`src/rtl/sdram_timing_guard_pkg.sv`:
```
package sdram_timing_guard_pkg;

  typedef enum logic [3:0] {
    RULE_NONE     = 4'd0,
    RULE_ACT_OPEN = 4'd1,
    RULE_RC       = 4'd2,
    RULE_RRD      = 4'd3,
    RULE_RP       = 4'd4,
    RULE_RCD      = 4'd5,
    RULE_RW_IDLE  = 4'd6,
    RULE_AP_INT   = 4'd7,
    RULE_AP_FULL  = 4'd8,
    RULE_RAS_MIN  = 4'd9,
    RULE_RAS_MAX  = 4'd10,
    RULE_REF_BUSY = 4'd11,
    RULE_REF_LATE = 4'd12
  } rule_e;

  // Per-bank strobes from control to the state/counter datapath
  typedef struct packed {
    logic act;   // activate
    logic pre;   // explicit close of an open bank
    logic rw;    // read or write to an open bank
    logic ap;    // read or write with auto-close
  } bankStb_t;

  function automatic int maxOf(input int a, input int b);
    return (a > b) ? a : b;
  endfunction

endpackage

```
`src/rtl/sdram_timing_guard_dp.sv`:
```
module sdram_timing_guard_dp
  import sdram_timing_guard_pkg::*;
#(
  parameter int NB        = 4,
  parameter int CW        = 8,
  parameter int BURST_LEN = 4
) (
  input  logic                   clk,
  input  logic                   rst_n,
  input  bankStb_t [NB-1:0]      stb,
  input  logic                   refStb,
  output logic [NB-1:0]          bankOpen,
  output logic [NB-1:0]          apBusy,
  output logic [NB-1:0]          apLast,
  output logic [NB-1:0][CW-1:0]  sinceAct,
  output logic [NB-1:0][CW-1:0]  sinceClose,
  output logic [CW-1:0]          refCnt
);

  localparam logic [CW-1:0] CNT_SAT = '1;
  localparam logic [CW-1:0] BL_C    = CW'(BURST_LEN);

  function automatic logic [CW-1:0] satInc(input logic [CW-1:0] v);
    return (v == CNT_SAT) ? v : v + 1'b1;
  endfunction

  logic [NB-1:0]         apPend;
  logic [NB-1:0][CW-1:0] sinceRw;

  for (genvar i = 0; i < NB; i++) begin : gBank
    always_ff @(posedge clk) begin
      if (!rst_n) begin
        bankOpen[i]   <= 1'b0;
        apPend[i]     <= 1'b0;
        apLast[i]     <= 1'b0;
        sinceAct[i]   <= CNT_SAT;
        sinceClose[i] <= CNT_SAT;
        sinceRw[i]    <= CNT_SAT;
      end else begin
        sinceAct[i]   <= stb[i].act ? CW'(1) : satInc(sinceAct[i]);
        sinceRw[i]    <= stb[i].rw  ? CW'(1) : satInc(sinceRw[i]);
        sinceClose[i] <= (stb[i].pre || stb[i].ap) ? CW'(1) : satInc(sinceClose[i]);
        if (stb[i].act)                     bankOpen[i] <= 1'b1;
        else if (stb[i].pre || stb[i].ap)   bankOpen[i] <= 1'b0;
        if (stb[i].ap)                      apPend[i] <= 1'b1;
        else if (stb[i].act)                apPend[i] <= 1'b0;
        else if (apPend[i] && sinceRw[i] >= BL_C) apPend[i] <= 1'b0;
        if (stb[i].ap)                      apLast[i] <= 1'b1;
        else if (stb[i].pre)                apLast[i] <= 1'b0;
      end
    end

    assign apBusy[i] = apPend[i] && (sinceRw[i] < BL_C);

    // a bank in an auto-close burst is never reported open
    assert_ap_closed_R8: assert property (@(posedge clk) disable iff (!rst_n)
      apPend[i] |-> !bankOpen[i]);

    // a bank only becomes open through an activate strobe
    assert_open_by_act_R7: assert property (@(posedge clk) disable iff (!rst_n)
      $rose(bankOpen[i]) |-> $past(stb[i].act));

    // elapsed-cycle counters never read zero
    assert_cnt_nonzero_R3: assert property (@(posedge clk) disable iff (!rst_n)
      sinceAct[i] != '0);
  end

  always_ff @(posedge clk) begin
    if (!rst_n) refCnt <= '0;
    else        refCnt <= refStb ? CW'(1) : satInc(refCnt);
  end

endmodule

```
`src/rtl/sdram_timing_guard_ctrl.sv`:
```
module sdram_timing_guard_ctrl
  import sdram_timing_guard_pkg::*;
#(
  parameter int NB        = 4,
  parameter int BW        = 2,
  parameter int CW        = 8,
  parameter int T_RCD     = 2,
  parameter int T_RC      = 7,
  parameter int T_RRD     = 2,
  parameter int T_RP      = 2,
  parameter int T_RAS_MIN = 4,
  parameter int T_RAS_MAX = 100,
  parameter int T_REFI    = 100,
  parameter int BURST_LEN = 4,
  parameter bit FULL_PAGE = 1'b0
) (
  input  logic                   clk,
  input  logic                   rst_n,
  input  logic                   csN,
  input  logic                   rasN,
  input  logic                   casN,
  input  logic                   weN,
  input  logic                   cke,
  input  logic [BW-1:0]          bankSel,
  input  logic                   a10,
  input  logic [NB-1:0]          bankOpen,
  input  logic [NB-1:0]          apBusy,
  input  logic [NB-1:0]          apLast,
  input  logic [NB-1:0][CW-1:0]  sinceAct,
  input  logic [NB-1:0][CW-1:0]  sinceClose,
  input  logic [CW-1:0]          refCnt,
  output bankStb_t [NB-1:0]      stb,
  output logic                   refStb,
  output logic                   violValid,
  output rule_e                  violRule,
  output logic [BW-1:0]          violBank
);

  localparam logic [CW-1:0] RCD_C  = CW'(T_RCD);
  localparam logic [CW-1:0] RC_C   = CW'(T_RC);
  localparam logic [CW-1:0] RRD_C  = CW'(T_RRD);
  localparam logic [CW-1:0] RP_C   = CW'(T_RP);
  localparam logic [CW-1:0] APRP_C = CW'(BURST_LEN + T_RP);
  localparam logic [CW-1:0] RMIN_C = CW'(T_RAS_MIN);
  localparam logic [CW-1:0] RMAX_C = CW'(T_RAS_MAX);
  localparam logic [CW-1:0] REFI_C = CW'(T_REFI);

  logic [2:0] pinCode;
  logic live, isAct, isPre, isRw, isRef;

  assign pinCode = {rasN, casN, weN};
  assign live    = !csN && cke;
  assign isAct   = live && pinCode == 3'b011;
  assign isPre   = live && pinCode == 3'b010;
  assign isRw    = live && (pinCode == 3'b101 || pinCode == 3'b100);
  assign isRef   = !csN && pinCode == 3'b001;
  assign refStb  = isRef;

  for (genvar i = 0; i < NB; i++) begin : gStb
    logic hit;
    assign hit        = (bankSel == BW'(i));
    assign stb[i].act = isAct && hit;
    assign stb[i].pre = isPre && (a10 || hit) && bankOpen[i];
    assign stb[i].rw  = isRw && hit && bankOpen[i];
    assign stb[i].ap  = isRw && hit && bankOpen[i] && a10;
  end

  rule_e         nextRule;
  logic [BW-1:0] nextBank;

  always_comb begin
    logic found;
    nextRule = RULE_NONE;
    nextBank = bankSel;
    found    = 1'b0;
    if (isAct) begin
      if (bankOpen[bankSel])
        nextRule = RULE_ACT_OPEN;
      else if (sinceClose[bankSel] < (apLast[bankSel] ? APRP_C : RP_C))
        nextRule = RULE_RP;
      else if (sinceAct[bankSel] < RC_C)
        nextRule = RULE_RC;
      else
        for (int i = 0; i < NB; i++)
          if (BW'(i) != bankSel && sinceAct[i] < RRD_C) nextRule = RULE_RRD;
    end else if (isRw) begin
      if (apBusy[bankSel])                 nextRule = RULE_AP_INT;
      else if (!bankOpen[bankSel])         nextRule = RULE_RW_IDLE;
      else if (sinceAct[bankSel] < RCD_C)  nextRule = RULE_RCD;
      else if (a10 && FULL_PAGE)           nextRule = RULE_AP_FULL;
    end else if (isPre) begin
      for (int i = 0; i < NB; i++) begin
        if (!found && (a10 || BW'(i) == bankSel)) begin
          if (apBusy[i]) begin
            nextRule = RULE_AP_INT;  nextBank = BW'(i); found = 1'b1;
          end else if (bankOpen[i] && sinceAct[i] < RMIN_C) begin
            nextRule = RULE_RAS_MIN; nextBank = BW'(i); found = 1'b1;
          end
        end
      end
    end else if (isRef) begin
      for (int i = 0; i < NB; i++)
        if (!found && (bankOpen[i] || apBusy[i])) begin
          nextRule = RULE_REF_BUSY; nextBank = BW'(i); found = 1'b1;
        end
    end
    if (nextRule == RULE_NONE) begin
      for (int i = 0; i < NB; i++)
        if (!found && bankOpen[i] && sinceAct[i] == RMAX_C) begin
          nextRule = RULE_RAS_MAX; nextBank = BW'(i); found = 1'b1;
        end
      if (!found && !isRef && refCnt == REFI_C) begin
        nextRule = RULE_REF_LATE; nextBank = '0;
      end
    end
  end

  always_ff @(posedge clk) begin
    if (!rst_n) begin
      violValid <= 1'b0;
      violRule  <= RULE_NONE;
      violBank  <= '0;
    end else begin
      violValid <= (nextRule != RULE_NONE);
      violRule  <= nextRule;
      violBank  <= nextBank;
    end
  end

  // activate to an open bank is reported next cycle
  assert_act_open_R2: assert property (@(posedge clk) disable iff (!rst_n)
    (isAct && bankOpen[bankSel]) |=> (violValid && violRule == RULE_ACT_OPEN));

  // refresh while a bank is busy is reported next cycle
  assert_ref_busy_R11: assert property (@(posedge clk) disable iff (!rst_n)
    (isRef && |(bankOpen | apBusy)) |=> (violValid && violRule == RULE_REF_BUSY));

  // early column access to an open bank is reported next cycle
  assert_rcd_early_R6: assert property (@(posedge clk) disable iff (!rst_n)
    (isRw && bankOpen[bankSel] && !apBusy[bankSel] && sinceAct[bankSel] < RCD_C)
      |=> (violValid && violRule == RULE_RCD));

endmodule

```
`src/rtl/sdram_timing_guard.sv`:
```
module sdram_timing_guard
  import sdram_timing_guard_pkg::*;
#(
  parameter int NB        = 4,
  parameter int T_RCD     = 2,
  parameter int T_RC      = 7,
  parameter int T_RRD     = 2,
  parameter int T_RP      = 2,
  parameter int T_RAS_MIN = 4,
  parameter int T_RAS_MAX = 10000,
  parameter int T_REFI    = 780,
  parameter int BURST_LEN = 4,
  parameter bit FULL_PAGE = 1'b0,
  localparam int BW       = (NB > 1) ? $clog2(NB) : 1
) (
  input  logic          clk,
  input  logic          rst_n,
  input  logic          csN,
  input  logic          rasN,
  input  logic          casN,
  input  logic          weN,
  input  logic          cke,
  input  logic [BW-1:0] bankSel,
  input  logic          a10,
  output logic          violValid,
  output logic [3:0]    violRule,
  output logic [BW-1:0] violBank,
  output logic [NB-1:0] bankOpen
);

  localparam int MAXT = maxOf(maxOf(T_RAS_MAX, T_REFI),
                              maxOf(BURST_LEN + T_RP, maxOf(T_RC, T_RAS_MIN)));
  localparam int CW   = $clog2(MAXT + 2);

  bankStb_t [NB-1:0]     stb;
  logic                  refStb;
  logic [NB-1:0]         apBusy, apLast;
  logic [NB-1:0][CW-1:0] sinceAct, sinceClose;
  logic [CW-1:0]         refCnt;
  rule_e                 ruleQ;

  sdram_timing_guard_ctrl #(
    .NB(NB), .BW(BW), .CW(CW), .T_RCD(T_RCD), .T_RC(T_RC), .T_RRD(T_RRD),
    .T_RP(T_RP), .T_RAS_MIN(T_RAS_MIN), .T_RAS_MAX(T_RAS_MAX),
    .T_REFI(T_REFI), .BURST_LEN(BURST_LEN), .FULL_PAGE(FULL_PAGE)
  ) uCtrl (
    .clk(clk), .rst_n(rst_n), .csN(csN), .rasN(rasN), .casN(casN), .weN(weN),
    .cke(cke), .bankSel(bankSel), .a10(a10), .bankOpen(bankOpen),
    .apBusy(apBusy), .apLast(apLast), .sinceAct(sinceAct),
    .sinceClose(sinceClose), .refCnt(refCnt), .stb(stb), .refStb(refStb),
    .violValid(violValid), .violRule(ruleQ), .violBank(violBank)
  );

  sdram_timing_guard_dp #(.NB(NB), .CW(CW), .BURST_LEN(BURST_LEN)) uDp (
    .clk(clk), .rst_n(rst_n), .stb(stb), .refStb(refStb),
    .bankOpen(bankOpen), .apBusy(apBusy), .apLast(apLast),
    .sinceAct(sinceAct), .sinceClose(sinceClose), .refCnt(refCnt)
  );

  assign violRule = ruleQ;

endmodule

```
`config.mk`:
```
export PLATFORM = sky130hd
export DESIGN_NAME = sdram_timing_guard
export DESIGN_NICKNAME = d
export VERILOG_FILES = /design/src/rtl/sdram_timing_guard_pkg.sv /design/src/rtl/sdram_timing_guard_dp.sv /design/src/rtl/sdram_timing_guard_ctrl.sv /design/src/rtl/sdram_timing_guard.sv
export SDC_FILE = /design/constraint.sdc
export NUM_CORES = 1
export LEC_CHECK = 0
export BUFFER_PORTS_ARGS = -buffer_cell sky130_fd_sc_hd__buf_2
export CORE_ASPECT_RATIO = 0.7
export CORE_MARGIN = 1
export CORE_UTILIZATION = 50
export CTS_CLUSTER_SIZE = 25
export DETAILED_ROUTE_END_ITERATION = 16
export PLACE_DENSITY = 0.77
export SLEW_MARGIN = 40
export SYNTH_ARGS = -nofsm -noshare
export SYNTH_HDL_FRONTEND = slang
export SYNTH_HIERARCHICAL = 1
export SYNTH_SLANG_ARGS = --single-unit
```
`constraint.sdc`:
```
create_clock -name clk -period 4.47 [get_ports clk]
set_clock_uncertainty 0.2 [all_clocks]
set_input_delay 0.894 -clock clk [delete_from_list [all_inputs] [get_ports clk]]
set_output_delay 0.894 -clock clk [all_outputs]
set_load 0.1 [all_outputs]
```
# Yosys cells after proc, flatten, opt, wreduce, memory -nomap -nowiden

Cells that the tools add are included.

Equal/unequal tests: 45
$lt $le $gt $ge: 20
Bitwise logic cells: 1
Reduce and logical (&&, ||, !) cells: 119
Add/sub/neg operators: 13
Muxes and demuxes: 179

Operators with widths:

| operator                                                            | count |
|---|---|
| 2-to-1 mux 14 bit                                                   | 26 |
| equality test 14 bit (second input constant)                        | 17 |
| adder 14 x 1 -> 14 bit (second input constant)                      | 13 |
| < comparator 14 x 3 -> 1 bit (second input constant)                | 9 |
| 2-to-1 mux 4 bit                                                    | 31 |
| 2-to-1 mux 1 bit                                                    | 82 |
| < comparator 14 x 2 -> 1 bit (second input constant)                | 5 |
| 2-to-1 mux 2 bit                                                    | 33 |
| logical AND 1 bit                                                   | 61 |
| binary-select mux 14 bit (select 2 bit)                             | 2 |
| greater-or-equal comparator 14 x 3 -> 1 bit (second input constant) | 4 |
| OR reduction 2 bit                                                  | 13 |
| inequality test 2 x 1 -> 1 bit (second input constant)              | 12 |
| nonzero test 2 bit                                                  | 9 |
| logical OR 1 bit                                                    | 16 |
| equality test 14 x 10 -> 1 bit (second input constant)              | 1 |
| < comparator 14 bit                                                 | 1 |
| zero test 1 bit                                                     | 13 |
| nonzero test 3 bit                                                  | 4 |
| binary-select mux 1 bit (select 2 bit)                              | 3 |
| equality test 3 x 2 -> 1 bit (second input constant)                | 2 |
| equality test 3 bit (second input constant)                         | 2 |
| 2-to-1 mux 3 bit                                                    | 2 |
| equality test 2 bit (first input constant)                          | 2 |
| other kinds (12)                                                    | 14 |

Register bits after elaboration: 201
Word-level logic and storage cells: 418
Output and inout port bits: 11

# Depth between registers and ports, before layout

Depth in word-level cells: 55
Depth in mapped cells: 12
Gate-level depth less buffers: 11

# Cells and area by module

Netlist, hierarchy kept.

By module, submodules not included:

| module                  | sequential area each (µm²) | instances | cells each | area each (µm²) |
|---|---|---|---|---|
| sdram_timing_guard_dp   | 3883.7                     | 1         | 1078       | 9361.5 |
| sdram_timing_guard_ctrl | 140.1                      | 1         | 236        | 1684.1 |

# Worst setup path before layout

OpenSTA, ideal clock, no wires.

Kind: input-to-reg
Start point: input port bankSel[0]
End point: register uCtrl.violBank[1]
Buffers on the path: 2
Arrival time: 3231 ps
Stages on the path: 11
Path slack: 923 ps
Path through: buf_6 buf_2 mux4_2 ha_1 a221o_1 nor3_2 nand2_1 nor2_2 nor3b_4 and3_1 a41o_1

Cells in the longest elaborated chain, start to end: 49
Elaborated cells between the ends (all ways): 127
Classes of those cells: order compare: 3; eq/ne: 6; mux: 86; reduce/logical: 32

Ends and longest elaborated chain:

| what                                                  | RTL line                                                     | text |
|---|---|---|
| start, declared                                       | sdram_timing_guard.sv:23                                     | `input logic [BW-1:0] bankSel,` |
| zero test 2 bit                                       | sdram_timing_guard_ctrl.sv:93                                | `if (!found && (a10 \|\| BW'(i) == bankSel)) begin` |
| logical OR 1 bit                                      | sdram_timing_guard_ctrl.sv:93                                |  |
| 2-to-1 mux 1 bit                                      | sdram_timing_guard_ctrl.sv:93                                |  |
| 2-to-1 mux 1 bit                                      | sdram_timing_guard_ctrl.sv:91                                | `end else if (isPre) begin` |
| 2-to-1 mux 1 bit                                      | sdram_timing_guard_ctrl.sv:86                                | `end else if (isRw) begin` |
| 2-to-1 mux 1 bit                                      | sdram_timing_guard_ctrl.sv:76                                | `if (isAct) begin` |
| 2-to-1 mux 1 bit or zero test 1 bit (tied branches)   | sdram_timing_guard_ctrl.sv:96, sdram_timing_guard_ctrl.sv:93 |  |
| 2-to-1 mux 1 bit or logical AND 1 bit (tied branches) | sdram_timing_guard_ctrl.sv:94, sdram_timing_guard_ctrl.sv:93 |  |
| [... 31 more ...]                                     | n/a                                                          |  |
| zero test 1 bit                                       | sdram_timing_guard_ctrl.sv:109                               | `if (!found && bankOpen[i] && sinceAct[i] == RMAX_C) begin` |
| logical AND 1 bit (2 in series)                       | sdram_timing_guard_ctrl.sv:109                               |  |
| 2-to-1 mux 1 bit                                      | sdram_timing_guard_ctrl.sv:109                               |  |
| 2-to-1 mux 1 bit                                      | sdram_timing_guard_ctrl.sv:107                               | `if (nextRule == RULE_NONE) begin` |
| zero test 1 bit                                       | sdram_timing_guard_ctrl.sv:112                               | `if (!found && !isRef && refCnt == REFI_C) begin` |
| logical AND 1 bit (2 in series)                       | sdram_timing_guard_ctrl.sv:112                               |  |
| 2-to-1 mux 2 bit                                      | sdram_timing_guard_ctrl.sv:112                               |  |
| 2-to-1 mux 2 bit (*)                                  | sdram_timing_guard_ctrl.sv:107                               |  |
| end signal, assigned                                  | sdram_timing_guard_ctrl.sv:126                               | `violBank <= nextBank;` |
| end, declared                                         | sdram_timing_guard_ctrl.sv:36                                | `output logic [BW-1:0] violBank` |

Every way passes the cells marked *; elsewhere a longest branch is shown, timed or not. The select of a mux whose other input is x is not followed.
A chain may end at the register's enable or synchronous reset.

# Worst setup path in the final report

Ends and elaborated chain as after synthesis.

==> results_dict.tcl <==
set metrics [dict create \
    outcome "finished, final reports clean" \
    dpl_worst_slack_ns 0.592 \
    route.detailed.vias_per_inst 6.19 \
    area_delta_synth_final_pct 10.3 \
    post_synth_main_area_contributors "dfxtp_1, o21ai_0, xnor2_1, xor2_1, nor2_1" \
    cts_hold_buf 0 \
    vdd_drop_max_mv 0.470 \
    setup_violations 0 \
    postSynth.topFlopCell "dfxtp_1" \
    critical_path.cell_chain "buf_2, mux4_2, inv_1, ha_1, a221o_1, nor3_2, a21oi_1, o31a_1, nor2_2, a41oi_1, a41o_1" \
    global_route.overflow_total 0 \
    path_clk_slew_ns 0.07 \
    leakage_nw 4.74 \
    detailedRoute.firstIterationViolations 1157 \
    fin_crit_sh_pct 75.4 \
    clock_path_buffers 3 \
    use_met1_pct 35.1 \
    max_cap_violations 0 \
    ys_types 80 \
    hold_path_class "flop to flop" \
    first_global_vias 8736 \
    initial_core_util_pct 51.0 \
    synth_top_cell_area_share_pct 36.4 \
    synth-async-reset-ratio_pct 0 \
    drive_above_1_share_pct 9.53 \
    groute.usage.overall_pct 22.7 \
    insertedDiodeCount 0 \
    yosysTopAreaCell "dfxtp_1" \
    io_pins 21 \
    synth_area_sq_um 11000 \
    ys_ff_latch 201 \
    minimum_clock_period_ns 3.37 \
    setup-tns-final_ns 0 \
    synth.net_count 1342 \
    slew_violations 0 \
    core_sq_um 21700 \
    ant_nets 0 \
    post-route-worst-setup-slack_ns 1.10 \
    dpl_cell_area_sq_um 11400 \
    cts_buffer_count 21 \
    grt.busiest_layer "met1" \
    timing.fmax_mhz 297 \
    cts.repair_timing.setup_buffer_count 0 \
    grt_max_degree 163 \
    grt_pass1_wl_um 43800 \
    cts_tree "built" \
    place.detailed.hpwl_um 18200 \
    route.detailed.drc 0 \
    io_buffer_count 20 \
    clock-root-buffer "clkbuf_16" \
    detailedRoute.firstPassIterationCount 5 \
    worst_slew_pin_slew_ns 0.701 \
    power.density_nw_per_um2 718 \
    critPathMaxFanout 20 \
    synth-seq-area-share_pct 36.4 \
    use_met3_pct 4.02 \
    timing.slew.headroom_pct 52.8 \
    synth_cells 1314 \
    total_die_area_sq_um 22700 \
    grt_antenna_before_repair 2 \
    rsz0062_at_grt "false" \
    hold-worst-slack_ns 0.299 \
    gp_routability_congestion 0.906 \
    chipWidth_um 180 \
    final_standard_cell_area_without_fillers_sq_um 12200 \
    slowest_stage "mux4_2" \
    synth_edf_count 0 \
    drt-wirelength-per-cell_um 16.4 \
    ys_warn_count 6 \
    die_height_um 126 \
    clock_sinks 201 \
    setup.worst_path.end_class "flop" \
    type_of_the_worst_setup_path "input port to flop" \
    critPathLaunchType "input port" \
    cp_data_required_time_ns 4.66 \
    timing_hold_violations_final 0 \
    met2_usage_pct 32.6 \
    worst_skew_pair.late_latency_ns 0.52 \
    clock_tree.htree_level_count 1 \
    cpPeakStageDelay_ns 0.58 \
    fillers 1942 \
    total_power_consumption_mw 8.74 \
    post_cts.resized_instances 0 \
    arrival_ns 3.56 \
    rows 45 \
    detailroute.via_count 10000 \
    routed_wl_um 26500 \
    mean_syn_cell_area_sq_um 8.41 \
    fin_nets 1346 \
]
power by group:
part | leakage, nW | internal [mW] | switching [mW]
Combinational | 2.70 | 1.65 | 2.02
Clock | 0.388 | 1.25 | 0.740
Sequential | 1.65 | 2.32 | 0.766
Total | 4.74 | 5.22 | 3.52
area by class of cell:
type                       count  area [sq um]  area share, %
sequential                   201          4020           33.0
clock inverter                14           238           1.95
tap                          282           353           2.90
clock buffer                  24           557           4.57
multi-input combinational   1032          6700           55.0
inverter                      32           120          0.986
timing repair buffer          30           190           1.56
worst paths after layout:
kind                   start                end  slack, ns  cells after the start
max               bankSel[0]  uCtrl/violBank[1]       1.10                     11
min            uDp/apLast[2]      uDp/apLast[2]       0.30                      2
max reg2reg  uDp/sinceRw[13]  uCtrl/violBank[1]       1.23                      9
min reg2reg    uDp/apLast[2]      uDp/apLast[2]       0.30                      2
flip-flops by register name, indices dropped and copies added, names as in the netlist:
| signal | count |
|---|---|
| uDp/sinceAct | 56 |
| uDp/sinceClose | 56 |
| uDp/sinceRw | 56 |
| uDp/refCnt | 14 |
| uCtrl/violRule | 4 |
| uDp/apLast | 4 |
| uDp/apPend | 4 |
| uDp/bankOpen | 4 |
| uCtrl/violBank | 2 |
| uCtrl/violValid | 1 |
cells in the mapped netlist (29+ instances only):
master,instances
dfxtp_1,201
o21ai_0,138
nor2_1,114
nand2_1,95
nand3_1,71
nand4_1,59
xnor2_1,56
xor2_1,51
nor3_1,46
clkbuf_1,40
nor4_1,36
inv_1,32
a21oi_1,31
o31ai_1,29
worst max-delay path: cells and delay by family:
family | cells | cell delay [ns]
mux | 1 | 0.58
fa+ha+maj | 1 | 0.22
simple gates | 2 | 0.45
compound gates | 5 | 0.96
buf+inv | 2 | 0.45
layout by cell type (no fill, tap or decap), drive strengths merged, types with 31 or more instances in the layout:
cell     n
nand2   95
xnor2   56
xor2    51
nand4   64
a21oi   31
nor2   117
nand3   72
nor3    50
o21ai  142
inv     33
dfxtp  201
nor4    43
layer usage:
layer / vias up / routed length, um
met5: - / 26
met4: 4 / 414
met3: 39 / 1740
met2: 316 / 10800
met1: 4692 / 13600
li1: 4952 / -
logic make-up after synthesis:
group / synth area share, %
simple gates: 30.0
compound gates: 16.8
fa+ha+maj: 2.04
flops: 36.4
buf+inv: 2.98
xor+xnor: 8.48
mux: 3.26
through the flow:
step           std cells  util, %
6_report            1615     56.2
5_1_grt             1615     56.2
4_1_cts             1615     56.2
3_5_place_dp        1577     52.5
3_3_place_gp        1577     52.5
2_1_floorplan       1314        -
Power figures use the tool's default switching activity.
